===== src/rtl/fdc_pkg.sv =====
package fdc_pkg;

    localparam int OPC_W = 3;
    localparam int N_OPS = 1 << OPC_W;

    typedef enum logic [OPC_W-1:0] {
        OP_NOP = 3'd0,
        OP_LDA = 3'd1,
        OP_STA = 3'd2,
        OP_ADD = 3'd3,
        OP_SUB = 3'd4,
        OP_JMP = 3'd5,
        OP_BNZ = 3'd6,
        OP_HLT = 3'd7
    } opcode_e;

    typedef enum logic [2:0] {
        ST_MAR  = 3'd0,
        ST_WAIT = 3'd1,
        ST_MDR  = 3'd2,
        ST_IR   = 3'd3,
        ST_EXEC = 3'd4,
        ST_WB   = 3'd5,
        ST_HALT = 3'd6
    } fsm_e;

    typedef enum logic [1:0] {
        ALU_PASS = 2'd0,
        ALU_ADD  = 2'd1,
        ALU_SUB  = 2'd2
    } alu_e;

endpackage


===== src/rtl/fdc_opdecode.sv =====
module fdc_opdecode
    import fdc_pkg::*;
(
    input  logic [OPC_W-1:0] opcode,
    output logic [N_OPS-1:0] lines
);

    // 3-to-8 decoder: one comparator per instruction line.
    for (genvar k = 0; k < N_OPS; k++) begin : g_line
        assign lines[k] = (opcode == OPC_W'(k));
    end

endmodule


===== src/rtl/fdc_strobes.sv =====
module fdc_strobes
    import fdc_pkg::*;
(
    input  logic [N_OPS-1:0] lines,
    input  logic             exec_en,
    input  logic             wb_en,
    input  logic             zero_flag,
    output logic             acc_we,
    output logic [1:0]       alu_op,
    output logic             mem_we,
    output logic             pc_load,
    output logic             need_wb,
    output logic             halt_req
);

    logic rd_operand;
    logic take_branch;

    // Sum-of-products control derived from instruction lines.
    always_comb begin
        rd_operand  = lines[OP_LDA] | lines[OP_ADD] | lines[OP_SUB];
        take_branch = lines[OP_JMP] | (lines[OP_BNZ] & ~zero_flag);

        need_wb  = rd_operand;
        halt_req = lines[OP_HLT];
        acc_we   = wb_en & rd_operand;
        mem_we   = exec_en & lines[OP_STA];
        pc_load  = exec_en & take_branch;

        if (!wb_en)
            alu_op = ALU_PASS;
        else if (lines[OP_SUB])
            alu_op = ALU_SUB;
        else if (lines[OP_ADD])
            alu_op = ALU_ADD;
        else
            alu_op = ALU_PASS;
    end

endmodule


===== src/rtl/fdc_sequencer.sv =====
module fdc_sequencer
    import fdc_pkg::*;
#(
    parameter int WORD_W = 8
) (
    input  logic                      clk,
    input  logic                      rst,
    input  logic [WORD_W-1:0]         mem_rdata,
    input  logic                      pc_load,
    input  logic                      need_wb,
    input  logic                      halt_req,
    output logic [OPC_W-1:0]          opcode,
    output logic [WORD_W-OPC_W-1:0]   operand,
    output logic [WORD_W-OPC_W-1:0]   mem_addr,
    output logic                      exec_en,
    output logic                      wb_en,
    output logic                      halted
);

    localparam int OPND_W = WORD_W - OPC_W;
    localparam logic [WORD_W-1:0] NOP_WORD = {OP_NOP, {OPND_W{1'b0}}};

    fsm_e state, nxt;

    logic [OPND_W-1:0] pc, mar;
    logic [WORD_W-1:0] mdr, ir;

    logic mar_en, mdr_en, ir_en, pc_inc, opnd_addr;

    // State register.
    always_ff @(posedge clk) begin
        if (rst)
            state <= ST_MAR;
        else
            state <= nxt;
    end

    // Transitions.
    always_comb begin
        nxt = state;
        unique case (state)
            ST_MAR:  nxt = ST_WAIT;
            ST_WAIT: nxt = ST_MDR;
            ST_MDR:  nxt = ST_IR;
            ST_IR:   nxt = ST_EXEC;
            ST_EXEC: begin
                if (need_wb)
                    nxt = ST_WB;
                else if (halt_req)
                    nxt = ST_HALT;
                else
                    nxt = ST_MAR;
            end
            ST_WB:   nxt = ST_MAR;
            ST_HALT: nxt = ST_HALT;
            default: nxt = ST_MAR;
        endcase
    end

    // Per-state enables.
    always_comb begin
        mar_en    = 1'b0;
        mdr_en    = 1'b0;
        ir_en     = 1'b0;
        pc_inc    = 1'b0;
        exec_en   = 1'b0;
        wb_en     = 1'b0;
        halted    = 1'b0;
        opnd_addr = 1'b0;
        unique case (state)
            ST_MAR:  mar_en = 1'b1;
            ST_WAIT: ;
            ST_MDR:  begin
                mdr_en = 1'b1;
                pc_inc = 1'b1;
            end
            ST_IR:   ir_en = 1'b1;
            ST_EXEC: begin
                exec_en   = 1'b1;
                opnd_addr = 1'b1;
            end
            ST_WB:   begin
                wb_en     = 1'b1;
                opnd_addr = 1'b1;
            end
            ST_HALT: halted = 1'b1;
            default: ;
        endcase
    end

    // Datapath registers of the fetch chain.
    always_ff @(posedge clk) begin
        if (rst) begin
            pc  <= '0;
            mar <= '0;
            mdr <= NOP_WORD;
            ir  <= NOP_WORD;
        end else begin
            if (mar_en)
                mar <= pc;
            if (mdr_en)
                mdr <= mem_rdata;
            if (ir_en)
                ir <= mdr;
            if (pc_load)
                pc <= operand;
            else if (pc_inc)
                pc <= pc + 1'b1;
        end
    end

    assign opcode   = ir[WORD_W-1:OPND_W];
    assign operand  = ir[OPND_W-1:0];
    assign mem_addr = opnd_addr ? operand : mar;

    // Checks on the fetch chain.
    logic armed;
    always_ff @(posedge clk) begin
        if (rst)
            armed <= 1'b0;
        else
            armed <= 1'b1;
    end

    a_r3_ir_exclusive: assert property (@(posedge clk) disable iff (rst)
        ir_en |-> !(mar_en || mdr_en || pc_inc || pc_load || exec_en || wb_en));

    a_r3_ir_hold: assert property (@(posedge clk) disable iff (rst)
        (armed && !$past(ir_en)) |-> $stable(ir));

    a_r2_mdr_after_wait: assert property (@(posedge clk) disable iff (rst)
        (armed && state == ST_MDR) |-> $past(state) == ST_WAIT);

    a_r2_ir_after_mdr: assert property (@(posedge clk) disable iff (rst)
        (armed && state == ST_IR) |-> $past(state) == ST_MDR);

    a_r8_pc_moves_only_when_enabled: assert property (@(posedge clk) disable iff (rst)
        (armed && !$past(pc_inc) && !$past(pc_load)) |-> $stable(pc));

endmodule


===== src/rtl/fetch_decode_ctrl.sv =====
module fetch_decode_ctrl
    import fdc_pkg::*;
#(
    parameter  int WORD_W = 8,
    localparam int OPND_W = WORD_W - fdc_pkg::OPC_W
) (
    input  logic              clk,
    input  logic              rst,
    output logic [OPND_W-1:0] mem_addr,
    input  logic [WORD_W-1:0] mem_rdata,
    output logic              mem_we,
    input  logic              zero_flag,
    output logic              acc_we,
    output logic [1:0]        alu_op,
    output logic              pc_load,
    output logic              halted
);

    logic [OPC_W-1:0]  opcode;
    logic [OPND_W-1:0] operand;
    logic [N_OPS-1:0]  lines;
    logic              exec_en, wb_en, need_wb, halt_req;

    fdc_sequencer #(.WORD_W(WORD_W)) u_seq (
        .clk       (clk),
        .rst       (rst),
        .mem_rdata (mem_rdata),
        .pc_load   (pc_load),
        .need_wb   (need_wb),
        .halt_req  (halt_req),
        .opcode    (opcode),
        .operand   (operand),
        .mem_addr  (mem_addr),
        .exec_en   (exec_en),
        .wb_en     (wb_en),
        .halted    (halted)
    );

    fdc_opdecode u_dec (
        .opcode (opcode),
        .lines  (lines)
    );

    fdc_strobes u_ctl (
        .lines     (lines),
        .exec_en   (exec_en),
        .wb_en     (wb_en),
        .zero_flag (zero_flag),
        .acc_we    (acc_we),
        .alu_op    (alu_op),
        .mem_we    (mem_we),
        .pc_load   (pc_load),
        .need_wb   (need_wb),
        .halt_req  (halt_req)
    );

    a_r5_one_line: assert property (@(posedge clk) disable iff (rst)
        $countones(lines) == 1);

    a_r6_acc_pulse: assert property (@(posedge clk) disable iff (rst)
        acc_we |=> !acc_we);

    a_r7_store_pulse: assert property (@(posedge clk) disable iff (rst)
        mem_we |=> !mem_we);

    a_r7_store_addr: assert property (@(posedge clk) disable iff (rst)
        mem_we |-> mem_addr == operand);

    a_r10_halt_sticky: assert property (@(posedge clk) disable iff (rst)
        halted |=> halted);

    a_r10_halt_quiet: assert property (@(posedge clk) disable iff (rst)
        halted |-> !(acc_we || mem_we || pc_load));

    a_r6_one_strobe: assert property (@(posedge clk) disable iff (rst)
        $countones({acc_we, mem_we, pc_load}) <= 1);

endmodule


===== config.mk =====
export PLATFORM = sky130hd
export DESIGN_NAME = fetch_decode_ctrl
export DESIGN_NICKNAME = d
export VERILOG_FILES = /design/src/rtl/fdc_pkg.sv /design/src/rtl/fdc_opdecode.sv /design/src/rtl/fdc_strobes.sv /design/src/rtl/fdc_sequencer.sv /design/src/rtl/fetch_decode_ctrl.sv
export SDC_FILE = /design/constraint.sdc
export NUM_CORES = 1
export LEC_CHECK = 0
export ABC_AREA = 1
export CAP_MARGIN = 30
export CORE_ASPECT_RATIO = 0.7
export CORE_MARGIN = 4
export CORE_UTILIZATION = 44
export DETAILED_ROUTE_END_ITERATION = 12
export PLACE_DENSITY = 0.68
export SLEW_MARGIN = 20
export SYNTH_ARGS = -nofsm -noshare
export SYNTH_HDL_FRONTEND = slang
export SYNTH_SLANG_ARGS = --single-unit

===== constraint.sdc =====
create_clock -name clk -period 1.93 [get_ports clk]
set_clock_uncertainty 0.15 [all_clocks]
set_input_delay 0.2895 -clock clk [delete_from_list [all_inputs] [get_ports clk]]
set_output_delay 0.2895 -clock clk [all_outputs]
set_load 0.03 [all_outputs]

# After elaboration in Yosys (flattened, before gate mapping)
# Index checks and enable logic that the tools add are counted.
dict set report totals {
  register_bits 29
  wordCells 46
  inputBits 11
  out_inout_bits 11
}
dict set report classes {
  bitwise 8
  n_reduce_logical 3
  eq_ne 13
  mux 16
  n_addsub 1
}
# cell count
set ops {}
lappend ops {{$eq A3 B3 Y1 const B} 7}
lappend ops {{$pmux W3 S6} 1}
lappend ops {{$mux W5} 3}
lappend ops {{$eq A3 B2 Y1 const B} 4}
lappend ops {{$mux W1} 8}
lappend ops {{$eq A3 B1 Y1 const B} 2}
lappend ops {{$mux W3} 2}
lappend ops {{$add A5 B1 Y5 const B} 1}
lappend ops {{$and A1 B1 Y1} 4}
lappend ops {{$mux W2} 2}
lappend ops {{$logic_not A3 Y1} 1}
lappend ops {{$or A1 B1 Y1} 3}
lappend ops {{$reduce_bool A2 Y1} 1}
lappend ops {{$reduce_or A2 Y1} 1}
lappend ops {{$not A1 Y1} 1}

# Logic depth before layout (Yosys ltp)
dict set report depth {
  ltp_word 5
  ltp_mapped 7
  mapped_depth_nobuf 7
}

# By module
# From an unflattened synthesis, not the netlist that was laid out.
dict set report unflattened {
  cells_unflattened 209
  area_unflattened_um2 1405.1
}
# mod cells_per_inst instances seq_area_each_um2 area_per_inst_um2
set modules_own_cells {}
lappend modules_own_cells {fdc_sequencer 178 1 580.6 1276.2}
lappend modules_own_cells {fdc_strobes 16 1 0.0 72.6}
lappend modules_own_cells {fdc_opdecode 15 1 0.0 56.3}

# Worst setup path before layout
# Ideal clock, no wire load.
dict set report synth_path {
  path_kind {register to output}
  start {register u_seq.state[0]}
  end {output mem_we}
  stages_incl_launch_ff 4
  path_buffers 0
  setup_slack_ps -18
  arrival_time_ps 1508
  path_cell_list {dfxtp_1 > nor2_2 > nand2_1 > nor4_1}
}
dict set report synth_between {
  elab_chain_len 3
}
# element line
set synth_lines {}
lappend synth_lines {{from (decl)} fdc_sequencer.sv:23} ;# fsm_e state, nxt;
lappend synth_lines {{from (signal assigned)} fdc_sequencer.sv:35} ;# state <= nxt;
lappend synth_lines {{$eq A3 B3 Y1} fdc_sequencer.sv:70} ;# unique case (state)
lappend synth_lines {{$mux W1} fdc_sequencer.sv:70}
lappend synth_lines {{$and A1 B1 Y1} fdc_strobes.sv:27} ;# mem_we = exec_en & lines[OP_STA];
lappend synth_lines {{to (decl)} fetch_decode_ctrl.sv:11} ;# output logic mem_we,
# Every way passes these cells.

# Worst setup path after layout
dict set report layout_path {
  start {register u_seq.state[0]}
  end {output mem_addr[1]}
}
dict set report layout_between {
  elab_chain_len 4
  word_cells_on_any_way 5
  cone_classes {eq/ne (2); mux (2); reduce/logical (1)}
}
# element line
set layout_lines {}
lappend layout_lines {{$eq A3 B3 Y1} fdc_sequencer.sv:70}
lappend layout_lines {{$reduce_or A2 Y1 (no line) (*)} -}
lappend layout_lines {{$mux W1 (*)} fdc_sequencer.sv:70}
lappend layout_lines {{$mux W5 (*)} fdc_sequencer.sv:114} ;# assign mem_addr = opnd_addr ? operand : mar;
lappend layout_lines {{to (decl)} fetch_decode_ctrl.sv:9} ;# output logic [OPND_W-1:0] mem_addr,
# Every way passes the cells marked *; elsewhere a longest branch is shown, timed or not.

==> impl_metrics.prom <==
# TYPE chip_impl_metric gauge
chip_impl_metric{name="number_of_max_cap_violations",unit=""} 0
chip_impl_metric{name="hpwl_after_detailed_placement",unit="um"} 2350
chip_impl_metric{name="multi_input_area",unit="um2"} 664
chip_impl_metric{name="worst_ir_drop_vdd",unit="uV"} 565
chip_impl_metric{name="aggregate_routed_wire_length",unit="um"} 3270
chip_impl_metric{name="instances_no_fill",unit=""} 250
chip_impl_metric{name="area.sequential",unit="um2"} 587
chip_impl_metric{name="syn_area",unit="mm2"} 0.00134
chip_impl_info{name="worstReg2RegEnd",value="u_seq.mar[4]$_SDFFE_PP0N_"} 1
chip_impl_metric{name="dieHeight",unit="um"} 54.1
chip_impl_metric{name="grt_use_met3",unit="%"} 5.97
chip_impl_metric{name="antenna-diode-count",unit=""} 0
chip_impl_metric{name="pin_count",unit=""} 22
chip_impl_metric{name="finalSetupViolations",unit=""} 0
chip_impl_info{name="timing.hold.worst_endpoint",value="u_seq.mdr[3]$_SDFFE_PP0P_"} 1
chip_impl_info{name="cts_tree",value="built"} 1
chip_impl_metric{name="start_util",unit="%"} 47.0
chip_impl_metric{name="cts.clk_slew.worst_paths",unit="ns"} 0.06
chip_impl_metric{name="drc",unit=""} 0
chip_impl_metric{name="synth_warnings",unit=""} 0
chip_impl_metric{name="num-fill-cells",unit=""} 266
chip_impl_metric{name="initial_antenna_violation_count",unit=""} 0
chip_impl_metric{name="dieArea",unit="mm2"} 0.00400
chip_impl_metric{name="min_path_cells",unit=""} 2
chip_impl_metric{name="synth_largest_type_area_fraction",unit="%"} 43.4
chip_impl_metric{name="max_slew.worst_pin.slew",unit="ns"} 0.450
chip_impl_metric{name="grtUsageTotal",unit="%"} 18.5
chip_impl_metric{name="timing.reg2reg.setup_slack",unit="ns"} 0.38
chip_impl_metric{name="setup_tns",unit="ns"} 0
chip_impl_metric{name="final.period_utilization",unit="%"} 99.5
chip_impl_metric{name="area_growth",unit="%"} 32.1
chip_impl_metric{name="grt_remaining_overflow",unit=""} 0
chip_impl_metric{name="synth-seq-area-share",unit="%"} 43.4
chip_impl_info{name="mostFrequentLayoutCells",value="nor2_1, dfxtp_1, o21ai_0"} 1
chip_impl_info{name="crit_path_start_kind",value="register"} 1
chip_impl_metric{name="placementRows",unit=""} 16
chip_impl_info{name="outcome",value="finished clean"} 1
chip_impl_metric{name="path_max_fanout",unit=""} 4
chip_impl_metric{name="numCtsBuffers",unit=""} 5
chip_impl_metric{name="globalRouteMet1Util",unit="%"} 21.1
chip_impl_info{name="grt-busiest-layer",value="met2"} 1
chip_impl_metric{name="critical_path_required",unit="ns"} 1.49
chip_impl_metric{name="mappedNetlistNets",unit=""} 192
chip_impl_info{name="hold_path.startpoint",value="u_seq.mdr[3]$_SDFFE_PP0P_"} 1
chip_impl_info{name="cts.root.buffer_cell",value="clkbuf_8"} 1
chip_impl_metric{name="buffer_ports.inserted",unit=""} 21
chip_impl_metric{name="final_antenna_net_count",unit=""} 0
chip_impl_metric{name="period_minus_slack",unit="ns"} 1.92
chip_impl_metric{name="synth-edff-count",unit=""} 0
chip_impl_metric{name="wl_per_cell",unit="um"} 13.1
chip_impl_metric{name="cts_htree_levels",unit=""} 2
chip_impl_metric{name="global_route_wire_length_before_repair",unit="um"} 5470
chip_impl_metric{name="synth_async_sr_flop_share",unit="%"} 0
chip_impl_metric{name="via_count",unit=""} 1264
chip_impl_info{name="synthDominantAreaCellType",value="dfxtp_1"} 1
chip_impl_info{name="synth-main-ff-cell",value="dfxtp_1"} 1
chip_impl_info{name="worstReg2RegStart",value="u_seq.state[2]$_SDFF_PP0_"} 1
chip_impl_metric{name="synth_area_per_cell",unit="um2"} 7.42
chip_impl_metric{name="drt_first_iter_violations",unit=""} 99
chip_impl_metric{name="grt_pass1_vias",unit=""} 1264
chip_impl_metric{name="grt_use_met2",unit="%"} 32.2
chip_impl_metric{name="leakagePower",unit="nW"} 0.754
chip_impl_metric{name="netlist_instances",unit=""} 180
chip_impl_metric{name="synth.ff_latch_count",unit=""} 29
chip_impl_metric{name="maximum_number_of_pins_on_one_net_before_global_route_repair",unit=""} 23
chip_impl_info{name="mostFrequentLayoutCell",value="nor2_1"} 1
chip_impl_metric{name="clock.fmax",unit="MHz"} 521
chip_impl_metric{name="post_route_cells_drive_above_1_share",unit="%"} 22.4
chip_impl_metric{name="slew_viol_final",unit=""} 0
chip_impl_info{name="largest_cells_by_area_after_synthesis",value="dfxtp_1, nor2_1, o21ai_0"} 1
chip_impl_metric{name="die_outline_width",unit="um"} 73.9
chip_impl_metric{name="clock_latency",unit="ns"} 0.28
chip_impl_info{name="rsz0062_at_grt",value="true"} 1
chip_impl_metric{name="total_number_of_nets_in_the_final_design",unit=""} 226
chip_impl_metric{name="synthDistinctLibCells",unit=""} 30
chip_impl_info{name="critical_path.endpoint_type",value="primary output"} 1
chip_impl_metric{name="cts-root-to-sink-buffers",unit=""} 2
chip_impl_metric{name="gp_congestion",unit=""} 0.881
chip_impl_metric{name="via_density_per_instance",unit=""} 5.06
chip_impl_info{name="crit_path_class",value="reg2out"} 1
chip_impl_metric{name="timing.slew.headroom",unit="%"} 69.9
chip_impl_metric{name="timing_hold_violations_final",unit=""} 0
chip_impl_metric{name="endpoint_arrival_time_on_the_critical_path",unit="ns"} 1.48
chip_impl_metric{name="worst-r2r-cell-count",unit=""} 6
chip_impl_info{name="hold_path_class",value="reg2reg"} 1
chip_impl_metric{name="core_area",unit="mm2"} 0.00284
chip_impl_metric{name="finish.utilization",unit="%"} 62.1
chip_impl_metric{name="dr.pass1.iters",unit=""} 4
chip_impl_metric{name="placed_cells",unit=""} 241
chip_impl_metric{name="clock_sink_count",unit=""} 29
chip_impl_metric{name="p_per_area",unit="mW/mm2"} 1030
[through the flow]
step / total power [W] / hold WS [ns] / area (um2) / setup slack [ns]
floorplan: 0.00106 / 0.300 / 1340 / 0.233
global placement: 0.00120 / 0.307 / 1630 / -0.102
detailed placement: 0.00122 / 0.321 / 1630 / -0.155
CTS: 0.00182 / 0.335 / 1740 / -0.0499
global route: 0.00192 / 0.370 / 1770 / -0.0449
finish: 0.00183 / 0.332 / 1770 / 0.0104
[power breakdown]
| group | leakage (nW) | internal, W | switching [W] |
|---|---|---|---|
| Clock | 0.0540 | 0.000374 | 0.000221 |
| Combinational | 0.463 | 0.000199 | 0.000282 |
| Sequential | 0.238 | 0.000689 | 0.0000611 |
[worst max path at each step]
stage,slack [ns],to,from
3_3_place_gp,-0.10,mem_addr[4],u_seq.state[0]$_SDFF_PP0_
3_5_place_dp,-0.15,mem_addr[2],u_seq.state[0]$_SDFF_PP0_
5_1_grt,-0.04,mem_addr[1],u_seq.state[0]$_SDFF_PP0_
2_1_floorplan,0.23,mem_addr[0],u_seq.state[0]$_SDFF_PP0_
4_1_cts,-0.05,mem_addr[2],u_seq.state[1]$_SDFF_PP0_
6_report,0.01,mem_addr[1],u_seq.state[0]$_SDFF_PP0_
[cell usage after synthesis, types with 2 or more instances]
library cell	count
dfxtp_1	29
nand3_1	15
nor2_2	2
nand4_1	2
a21oi_1	15
nand3_2	2
nand2_1	14
o21ai_0	22
inv_1	17
nor2_1	37
mux2_2	4
nand2_2	2
clkbuf_1	2
[sequential cells by signal (all words and copies together), names as in the netlist]
signal / count
u_seq.mar: 5
u_seq.pc: 5
u_seq.mdr: 8
u_seq.state: 3
u_seq.ir: 8
[layer usage]
layer | part of all wire (%) | vias to the layer above | wire length (um)
met4 | 1.0 | 0 | 34
met3 | 7.4 | 7 | 242
li1 | - | 659 | -
met2 | 48 | 45 | 1560
met5 | 0 | - | 0
met1 | 44 | 553 | 1430
[what timing repair did]
action / CTS / global route
hold endpoints to repair: 0 / 0
endpoints found under the setup margin: 7 / 5
pin swaps: 2 / 2
setup buffers: 1 / 1
hold buffers: 0 / 0
resized for setup: 29 / 11
[logic make-up (layout without fill, tap and decap cells)]
family	Yosys count	after routing	synth area share, %
and+or+nand+nor	78	78	26.8
AOI/OAI and AO/OA	40	40	15.6
DFF	29	29	43.4
buffers and inverters	26	60	8.52
muxes	4	4	3.37
xor gates and xnor gates	2	2	1.31
adders and majority gates	1	1	0.936
[critical path, cell delays in order (launching register included)]
cell     delay, ns
dfxtp_4       0.36
nor2_4        0.12
nand2_2       0.08
nand2_4       0.10
buf_6         0.11
mux2_4        0.30
buf_6         0.14
[area by class of cell]
type | instances | share of cell area, %
timing repair buffer | 33 | 16.2
sequential | 29 | 33.2
multi-input combinational | 125 | 37.6
tap | 36 | 2.55
clock buffer | 5 | 3.90
inverter | 20 | 4.46
clock inverter | 2 | 1.98
Note: power is estimated with default switching activity, not from simulation.
